File: src/rtl/sscan_pkg.sv
package sscan_pkg;

    // Effective operation on the shadow register after priority resolution
    typedef enum logic [1:0] {
        SOP_HOLD    = 2'd0,
        SOP_SHIFT   = 2'd1,
        SOP_CAPTURE = 2'd2,
        SOP_XFER    = 2'd3
    } sop_e;

    // Per-cell control of a shadow cell
    typedef struct packed {
        logic en;       // cell updates this cycle
        logic sel_par;  // 1: take parallel value, 0: take serial predecessor
    } cell_ctl_t;

    // Functional register control
    typedef struct packed {
        logic from_shadow;  // 1: load shadow contents, 0: load func_d
    } freg_ctl_t;

    // Transfer over capture over shift
    function automatic sop_e sop_pick(input logic shift, input logic capture,
                                      input logic xfer);
        sop_e op;
        if (xfer)         op = SOP_XFER;
        else if (capture) op = SOP_CAPTURE;
        else if (shift)   op = SOP_SHIFT;
        else              op = SOP_HOLD;
        return op;
    endfunction

    function automatic cell_ctl_t cell_ctl_of(input sop_e op);
        cell_ctl_t c;
        c.en      = (op == SOP_SHIFT) || (op == SOP_CAPTURE);
        c.sel_par = (op == SOP_CAPTURE);
        return c;
    endfunction

endpackage

File: src/rtl/sscan_decode.sv
module sscan_decode
    import sscan_pkg::*;
(
    input  logic      shift_en,
    input  logic      capture_en,
    input  logic      xfer_en,
    output cell_ctl_t cell_ctl,
    output freg_ctl_t freg_ctl
);
    sop_e op;

    always_comb begin
        op                   = sop_pick(shift_en, capture_en, xfer_en);
        cell_ctl             = cell_ctl_of(op);
        freg_ctl.from_shadow = (op == SOP_XFER);
    end
endmodule

File: src/rtl/sscan_cell.sv
module sscan_cell
    import sscan_pkg::*;
(
    input  logic      clk,
    input  logic      rst,
    input  cell_ctl_t ctl,
    input  logic      ser_d,
    input  logic      par_d,
    output logic      q
);
    always_ff @(posedge clk) begin
        if (rst)
            q <= 1'b0;
        else if (ctl.en)
            q <= ctl.sel_par ? par_d : ser_d;
    end
endmodule

File: src/rtl/sscan_shadow.sv
module sscan_shadow
    import sscan_pkg::*;
#(
    parameter int WIDTH = 8
) (
    input  logic             clk,
    input  logic             rst,
    input  cell_ctl_t        ctl,
    input  logic             ser_in,
    input  logic [WIDTH-1:0] par_d,
    output logic [WIDTH-1:0] q
);
    localparam int LAST = WIDTH - 1;

    logic [WIDTH:0] chain;

    assign chain[0] = ser_in;

    for (genvar i = 0; i < WIDTH; i++) begin : g_cell
        sscan_cell u_cell (
            .clk   (clk),
            .rst   (rst),
            .ctl   (ctl),
            .ser_d (chain[i]),
            .par_d (par_d[i]),
            .q     (q[i])
        );
        assign chain[i+1] = q[i];
    end

    logic unused_tail;
    assign unused_tail = chain[LAST+1];
endmodule

File: src/rtl/sscan_func_reg.sv
module sscan_func_reg
    import sscan_pkg::*;
#(
    parameter int WIDTH = 8
) (
    input  logic             clk,
    input  logic             rst,
    input  freg_ctl_t        ctl,
    input  logic [WIDTH-1:0] func_d,
    input  logic [WIDTH-1:0] shadow_d,
    output logic [WIDTH-1:0] q
);
    always_ff @(posedge clk) begin
        if (rst)
            q <= '0;
        else if (ctl.from_shadow)
            q <= shadow_d;
        else
            q <= func_d;
    end
endmodule

File: src/rtl/scan_shadow_top.sv
module scan_shadow_top
    import sscan_pkg::*;
#(
    parameter int WIDTH = 8
) (
    input  logic             clk,
    input  logic             rst,
    input  logic [WIDTH-1:0] func_d,
    output logic [WIDTH-1:0] func_q,
    input  logic             scan_in,
    output logic             scan_out,
    input  logic             shift_en,
    input  logic             xfer_en,
    input  logic             capture_en
);
    localparam int MSB = WIDTH - 1;

    cell_ctl_t        cell_ctl;
    freg_ctl_t        freg_ctl;
    logic [WIDTH-1:0] shadow_q;

    sscan_decode u_dec (
        .shift_en   (shift_en),
        .capture_en (capture_en),
        .xfer_en    (xfer_en),
        .cell_ctl   (cell_ctl),
        .freg_ctl   (freg_ctl)
    );

    sscan_func_reg #(.WIDTH(WIDTH)) u_freg (
        .clk      (clk),
        .rst      (rst),
        .ctl      (freg_ctl),
        .func_d   (func_d),
        .shadow_d (shadow_q),
        .q        (func_q)
    );

    sscan_shadow #(.WIDTH(WIDTH)) u_shadow (
        .clk    (clk),
        .rst    (rst),
        .ctl    (cell_ctl),
        .ser_in (scan_in),
        .par_d  (func_q),
        .q      (shadow_q)
    );

    assign scan_out = shadow_q[MSB];
endmodule

File: config.mk
export PLATFORM = sky130hd
export DESIGN_NAME = scan_shadow_top
export DESIGN_NICKNAME = d
export VERILOG_FILES = /design/src/rtl/sscan_pkg.sv /design/src/rtl/sscan_decode.sv /design/src/rtl/sscan_cell.sv /design/src/rtl/sscan_shadow.sv /design/src/rtl/sscan_func_reg.sv /design/src/rtl/scan_shadow_top.sv
export SDC_FILE = /design/constraint.sdc
export NUM_CORES = 1
export LEC_CHECK = 0
export CAP_MARGIN = 20
export CORE_UTILIZATION = 50
export CTS_CLUSTER_SIZE = 25
export DETAILED_ROUTE_END_ITERATION = 6
export DONT_BUFFER_PORTS = 1
export GPL_ROUTABILITY_DRIVEN = 0
export SLEW_MARGIN = 15
export SYNTH_ARGS = -nofsm -noshare
export SYNTH_HDL_FRONTEND = slang
export SYNTH_SLANG_ARGS = --single-unit
export TNS_END_PERCENT = 50
File: constraint.sdc
create_clock -name clk -period 1.9 [get_ports clk]
set_clock_uncertainty 0.2 [all_clocks]
set_input_delay 0.38 -clock clk [delete_from_list [all_inputs] [get_ports clk]]
set_output_delay 0.38 -clock clk [all_outputs]
set_load 0.01 [all_outputs]
==> out/results.ini <==
[outcome]
status = finished, final reports clean

[sta]
finalMaxSlewViolations = 0
period_minus_slack_ps = 1480
finalSetupViolations = 0
finalHoldViolations = 0
tightest_slew_ps = 588
slew_headroom = 0.607
timing.final.ws_setup_ps = 421
timing.final.crit_share = 0.778
holdWs_ps = 42.0
rsz0062_at_grt = no
fmax_ghz = 0.676
fin_setup_tns_ps = 0

[cts]
path_clk_slew_ps = 80
cts_root_buf = clkbuf_4
cts_tree = built
worstSkewPairLatency_ps = 280
clock_sinks = 16
h-tree-depth = 1
cts_resized = 0
clockBufferDepth = 2
cts_made_buffers = 3

[synthesis]
synth_top_area_cell = dfxtp_1
synthesis.area_um2 = 772
synth_top_area_frac = 0.415
synth_nets = 91
synth-seq-area-share = 0.415
synthTopCellsByArea = dfxtp_1 (41%), mux2i_1 (21%), a211oi_1 (7.8%)
yosysWarningCount = 0
postSynthCellCount = 75
synth.avg_cell_area_um2 = 10.3
synth_seq_cells = 16
synth.distinct_cells = 16

[setup_path]
critPathKind = in -> reg
cp-start-kind = primary input
cp_slowest_cell = ha_1
cp-end-kind = flip-flop
required_ps = 1890
cp.arrival_ps = 1470
worstPathCellList = or2_2 > ha_1 > and2b_1 > a211oi_1
critPathMaxFanout = 9
slowest_delay_ps = 380

[drt]
viasPerCell = 5.66
vias = 464
initialDrtViolationCount = 7
ant_nets = 0
remaining_drc_errors = 0
wl_um = 1240
dr.pass1.iters = 2
post_drt_wl_per_cell_um = 15.1

[layout]
area_delta_synth_final_pct = -5.19
final_cell_mix = mux2i_1 (16), dfxtp_1 (16), nor2_1 (8), a211oi_1 (8), and2b_1 (7)
finalNetCount = 85
num_antenna_cells = 0
drive_gt1_frac = 0.0746

[floorplanning]
die_y_um = 41.3
pin_count = 23
rows = 13
core_area_mm2 = 0.00137
dieArea_mm2 = 0.00171
floorplan.initialDensity = 0.565
die_width_um = 41.3

[placed_design]
portBuffers = 0
hpwl_um = 848
place_ws_ps = 130

[flow_run]
drv_cap = 0

[grt]
grt_pass1_vias = 440
grt_max_degree = 17
grt_util_all_layers = 0.190
grt_antenna_before_repair = 0
grt_overflow = 0
grt_pass1_wl_um = 2000

[power_and_ir_drop]
powerDensity_mw_per_mm2 = 924
leakage_nw = 0.311
ir_worst_vdd_mv = 0.530

[min_path]
hold_path_class = in -> reg

-- kinds of logic after synthesis --
kind of cell	Yosys count	share of synthesized area
AND/OR/NAND/NOR	17	0.123
flip-flops	16	0.415
adder cells (fa/ha/maj)	2	0.0324
buffers and inverters	14	0.128
AO/OA/AOI/OAI	10	0.0940
multiplexers	16	0.207
-- report_power, final --
group	internal (W)	leakage, nW	switching (W)
combinational	0.0000567	0.165	0.0000541
sequential	0.000368	0.132	0.0000297
clock	0.0000735	0.0138	0.0000946
-- cell type report --
| class | count | area [um2] |
|---|---|---|
| clock buffer | 3 | 22.5 |
| fill | 138 | 634 |
| inverter | 2 | 7.51 |
| multi-input combinational | 45 | 353 |
| sequential | 16 | 320 |
| tap | 15 | 18.8 |
| timing repair buffer | 1 | 10.0 |
-- metrics by stage --
step,area (um2),power (W),utilization,instances
after global placement,699,0.000508,0.512,78
after CTS,732,0.000690,0.536,82
after floorplan,772,0.000515,-,75
after global routing,732,0.000721,0.536,82
after detailed placement,699,0.000510,0.512,78
final,732,0.000676,0.536,82
-- synth_stat cells (all sizes together) --
cell / instances
a211oi: 8
a21o: 1
a21oi: 1
and2b: 7
buf: 11
clkbuf: 1
dfxtp: 16
ha: 2
inv: 2
mux2i: 16
nor2: 8
nor2b: 1
or2: 1
-- worst max-delay path, delay by kind of cell --
kind | cells | cell delay, ps
compound gates | 1 | 210
fa+ha+maj | 1 | 380
simple gates | 2 | 490
-- repair_timing --
| action | CTS | global route |
|---|---|---|
| endpoints found under the hold margin | 16 | 0 |
| buffers inserted | 0 | 0 |
| hold buffers | 1 | 0 |
-- final timing paths --
kind,start,endpoint,slack (ps),depth (start not counted)
setup reg to reg,u_shadow.g_cell[7].u_cell.q$_SDFFE_PP0P_,u_shadow.g_cell[7].u_cell.q$_SDFFE_PP0P_,800,2
hold / removal,func_d[2],u_freg.q[2]$_SDFF_PP0_,40,2
setup / recovery,xfer_en,u_shadow.g_cell[7].u_cell.q$_SDFFE_PP0P_,420,4
hold reg to reg,u_shadow.g_cell[4].u_cell.q$_SDFFE_PP0P_,u_freg.q[4]$_SDFF_PP0_,340,2
-- registers in the layout (all words and copies together), names as in the netlist --
name	count
u_freg.q	8
u_shadow.g_cell.u_cell.q	8
-- routing by layer --
layer | share of wire | wire length [um] | global-route usage | up-vias
li1 | - | - | - | 235
met1 | 0.47 | 584 | 0.211 | 211
met2 | 0.45 | 551 | 0.305 | 16
met3 | 0.069 | 86 | 0.101 | 2
met4 | 0.014 | 17 | 0.0726 | 0
met5 | 0 | 0 | 0 | -
Note: power is estimated with default switching activity, not from simulation.
